**src/rtl/dcr_pkg.sv**
```systemverilog
package dcr_pkg;
  localparam int DCR_STAGES     = 5;
  localparam int DCR_SYNC_DEPTH = 2;

  typedef struct packed {
    logic lvl;
    logic rise;
    logic fall;
  } dcr_edge_t;
endpackage

```
**src/rtl/dcr_edge.sv**
```systemverilog
module dcr_edge #(
  parameter int DEPTH = dcr_pkg::DCR_SYNC_DEPTH
) (
  input  logic              clk,
  input  logic              din,
  output dcr_pkg::dcr_edge_t ev
);
  logic [DEPTH-1:0] sync_q;
  logic             prev_q;

  // Free-running chain: edges are judged against the last sampled level,
  // so a level held across reset release is not mistaken for an edge.
  always_ff @(posedge clk) begin
    sync_q <= {sync_q[DEPTH-2:0], din};
    prev_q <= sync_q[DEPTH-1];
  end

  always_comb begin
    ev.lvl  = sync_q[DEPTH-1];
    ev.rise = sync_q[DEPTH-1] & ~prev_q;
    ev.fall = ~sync_q[DEPTH-1] & prev_q;
  end
endmodule

```
**src/rtl/dcr_johnson.sv**
```systemverilog
module dcr_johnson #(
  parameter int STAGES = dcr_pkg::DCR_STAGES
) (
  input  logic              clk,
  input  logic              rst,
  input  logic              adv,
  output logic [STAGES-1:0] q
);
  logic [STAGES-2:0] bounds;
  logic              legal;
  logic [STAGES-1:0] next_q;

  // A legal code has at most one boundary between neighbouring bits.
  always_comb begin
    bounds = q[STAGES-2:0] ^ q[STAGES-1:1];
    legal  = ($countones(bounds) <= 1);
    next_q = legal ? {q[STAGES-2:0], ~q[STAGES-1]} : '0;
  end

  always_ff @(posedge clk) begin
    if (rst)      q <= '0;
    else if (adv) q <= next_q;
  end
endmodule

```
**src/rtl/dcr_decode.sv**
```systemverilog
module dcr_decode #(
  parameter int STAGES = dcr_pkg::DCR_STAGES,
  localparam int NOUT  = 2 * STAGES
) (
  input  logic [STAGES-1:0] q,
  output logic [NOUT-1:0]   dec,
  output logic              carry
);
  assign dec[0]      = ~q[STAGES-1] & ~q[0];
  assign dec[STAGES] =  q[STAGES-1] &  q[0];

  for (genvar k = 1; k < STAGES; k++) begin : g_fill
    assign dec[k]          =  q[k-1] & ~q[k];
    assign dec[STAGES + k] = ~q[k-1] &  q[k];
  end

  assign carry = ~q[STAGES-1];
endmodule

```
**src/rtl/decade_ring_counter.sv**
```systemverilog
module decade_ring_counter #(
  parameter int STAGES     = dcr_pkg::DCR_STAGES,
  parameter int SYNC_DEPTH = dcr_pkg::DCR_SYNC_DEPTH,
  localparam int NOUT      = 2 * STAGES
) (
  input  logic            clk,
  input  logic            rst,
  input  logic            count_in,
  input  logic            hold_in,
  output logic [NOUT-1:0] dec_out,
  output logic            carry_out
);
  dcr_pkg::dcr_edge_t cnt_ev, hld_ev;
  logic               advance;
  logic [STAGES-1:0]  state_q;

  dcr_edge #(.DEPTH(SYNC_DEPTH)) u_cnt_edge (.clk(clk), .din(count_in), .ev(cnt_ev));
  dcr_edge #(.DEPTH(SYNC_DEPTH)) u_hld_edge (.clk(clk), .din(hold_in),  .ev(hld_ev));

  // Both qualifying events are OR-ed into a single step.
  assign advance = (cnt_ev.rise & ~hld_ev.lvl) | (hld_ev.fall & cnt_ev.lvl);

  dcr_johnson #(.STAGES(STAGES)) u_ring (
    .clk(clk), .rst(rst), .adv(advance), .q(state_q)
  );

  dcr_decode #(.STAGES(STAGES)) u_dec (
    .q(state_q), .dec(dec_out), .carry(carry_out)
  );
endmodule

```
**config.mk**
```make
export PLATFORM = sky130hd
export DESIGN_NAME = decade_ring_counter
export DESIGN_NICKNAME = d
export VERILOG_FILES = /design/src/rtl/dcr_pkg.sv /design/src/rtl/dcr_edge.sv /design/src/rtl/dcr_johnson.sv /design/src/rtl/dcr_decode.sv /design/src/rtl/decade_ring_counter.sv
export SDC_FILE = /design/constraint.sdc
export NUM_CORES = 1
export LEC_CHECK = 0
export BUFFER_PORTS_ARGS = -buffer_cell sky130_fd_sc_hd__buf_2
export CAP_MARGIN = 10
export CORE_AREA = 2 2 39 41
export DETAILED_ROUTE_END_ITERATION = 10
export DIE_AREA = 0 0 41 43
export SLEW_MARGIN = 10
export SYNTH_ARGS = -nofsm -noshare
export SYNTH_HDL_FRONTEND = slang
export SYNTH_HIERARCHICAL = 1
export SYNTH_SLANG_ARGS = --single-unit
```
**constraint.sdc**
```tcl
create_clock -name clk -period 4.5 [get_ports clk]
set_clock_uncertainty 0.1 [all_clocks]
set_input_delay 0.9 -clock clk [delete_from_list [all_inputs] [get_ports clk]]
set_output_delay 0.9 -clock clk [all_outputs]
set_load 0.01 [all_outputs]
```
==> summary.md <==
| Metric | Value |
|---|---|
| P_leak | `0.0002979 µW` |
| Post-Synthesis Net Count | `51` |
| Drt drc | `0` |
| Combinational Power Share | `0.095` |
| Die area | `1763 µm²` |
| Antenna violations before repair | `0` |
| P_int | `143.9 µW` |
| DP HPWL | `about 580 µm` |
| Worst setup EP type | `output port` |
| Sequential Power Share | `0.559` |
| Chip Width | `about 41 µm` |
| CTS Buffer Depth | `2` |
| H-tree levels | `1` |
| FMAX | `473.6 MHz` |
| RSZ-0062 raised after global routing | `no` |
| N_diodes | `0` |
| NetSw | `42.97 µW` |
| First-pass GRT wire length | `1435 µm` |
| CTS Hold Bufs | `0` |
| Worst-path fanout max | `8` |
| Io pins | `15` |
| Synthesis-to-layout area growth | `20.77%` |
| Tmin final | `about 2.1 ns` |
| Final core occ | `0.4259` |
| PwrDens | `317.1 nW/µm²` |
| Placeable Area | `1384 µm²` |
| Root buffer cell | `clkbuf_4` |
| Startpoint types | `flip-flop` |
| Syn Area/Cell | `10.61 µm²` |
| DR pass1 iterations | `2` |
| Fillers | `134` |
| Mapped Cells | `46` |
| Die Height | `43 µm` |
| Post-Syn Area | `488.0 µm²` |
| Sink Count | `11` |
| CTS Buf Count | `3` |
| Overall global routing resource usage | `0.1204` |
| WL final | `785 µm` |
| Share of cells above drive strength 1 | `0.3548` |
| Layout net count | `68` |
| Antenna violation net count after detailed routing | `0` |
| CTS tree | `done` |
| PostCTS Resize Cnt | `0` |
| Via/cell ratio | `between 4 and 5` |
| Hold Crit Class | `flip-flop to flip-flop` |
| CP required | `between 3 and 4 ns` |
| Max Slew Vio Count | `0` |
| Clk network pwr share | `0.347` |
| Final Wtd Congestion | `0.6928` |
| Iteration-0 DRC Markers | `2` |
| Final hold vios | `0` |
| VDD IR max | `0.1625 mV` |
| Worst Tran Pin Value | `0.3439 ns` |
| Max Cap Viol | `0` |
| Status | `completed` |
| Net switching fraction of the power | `0.2300` |
| Row count | `14` |
| Rel. slew slack | `0.7707` |
| Input/output buffers | `14` |
| Total gr overflow | `0` |
| CP arrival | `approximately 1.1 ns` |
| Skew-Pair Late Insertion Delay | `0.26 ns` |
| Largest net degree at the start of global routing | `10` |
| Final setup vio count | `0` |
| Initial Utilization | `0.3526` |
| Postcts setup bufs | `0` |
| Setup TNS | `0 ns` |
| Vias in the first global route | `roughly 320` |
| Yosys warns | `6` |
| Clock-pin slew on the worst setup and hold paths | `0.07 ns` |
| Via Count | `343` |
| DR WL/cell | `approximately 10 µm` |
| Final Power | `186.9 µW` |
| Critical path type | `flip-flop to output port` |
| Final worst path period share | `0.4692` |
layout make-up:
type	count	area, µm²	area share
tap	16	20.02	0.03397
clock buffer	4	26.28	0.04459
sequential	11	220.2	0.3737
inverter	4	15.01	0.02548
timing repair buffer	14	70.07	0.1189
multi-input combinational	29	237.7	0.4034
critical path, cell delays in order, from the launching register on:
cell	delay (ns)
dfxtp_1	0.47
and2b_2	0.25
buf_2	0.13
registers in the layout, summed over array words and instances (netlist names):
name	flops
u_cnt_edge/prev_q	1
u_cnt_edge/sync_q	2
u_hld_edge/prev_q	1
u_hld_edge/sync_q	2
u_ring/q	5
final timing paths:
| path | from | to | slack (ns) | cells past startpoint |
|---|---|---|---|---|
| max reg2reg | u_ring/q[2]$_SDFFE_PP0P_ | u_ring/q[0]$_SDFFE_PP0P_ | 2.51 | 4 |
| min | u_hld_edge/sync_q[0]$_DFF_P_ | u_hld_edge/sync_q[1]$_DFF_P_ | 0.23 | 0 |
| min reg2reg | u_hld_edge/sync_q[0]$_DFF_P_ | u_hld_edge/sync_q[1]$_DFF_P_ | 0.23 | 0 |
| max | u_ring/q[3]$_SDFFE_PP0P_ | dec_out[9] | 2.39 | 2 |
power groups by stage:
stage	Sequential [µW]	Combinational (µW)	Clock (µW)
detailed placement	107	17.4	0
finish	104	17.7	64.8
floorplan	106	13.7	0
global route	105	19.7	74.2
CTS	105	17.6	67.8
global placement	107	17.3	0
layer usage:
| metal | track usage | vias up | part of all wire |
|---|---|---|---|
| met4 | 0.08000 | 0 | 0.0076 |
| met5 | 0 | - | 0 |
| met2 | 0.1500 | 4 | 0.45 |
| met3 | 0.03141 | 2 | 0.036 |
| li1 | - | 182 | - |
| met1 | 0.1749 | 155 | 0.50 |
per-stage QoR:
stage               std cells  cell area, µm²  hold slack (ns)  setup WS (ns)
finish                     78           589.3           0.2271          2.389
global route               78           589.3           0.2352          2.286
CTS                        78           589.3           0.2274          2.374
detailed placement         74           563.0           0.2121          2.532
global placement           74           563.0           0.2099          2.528
floorplan                  46           488.0           0.2096          2.694
cell usage in the layout (no fill, tap or decap), types with 2 or more instances in the layout:
cell,count
and2b_2,3
xor2_1,4
clkbuf_4,3
nor2b_1,7
inv_1,4
buf_2,14
nand2_1,2
a22o_1,4
nor2_1,2
dfxtp_1,11
Note: power is estimated with default switching activity, not from simulation.
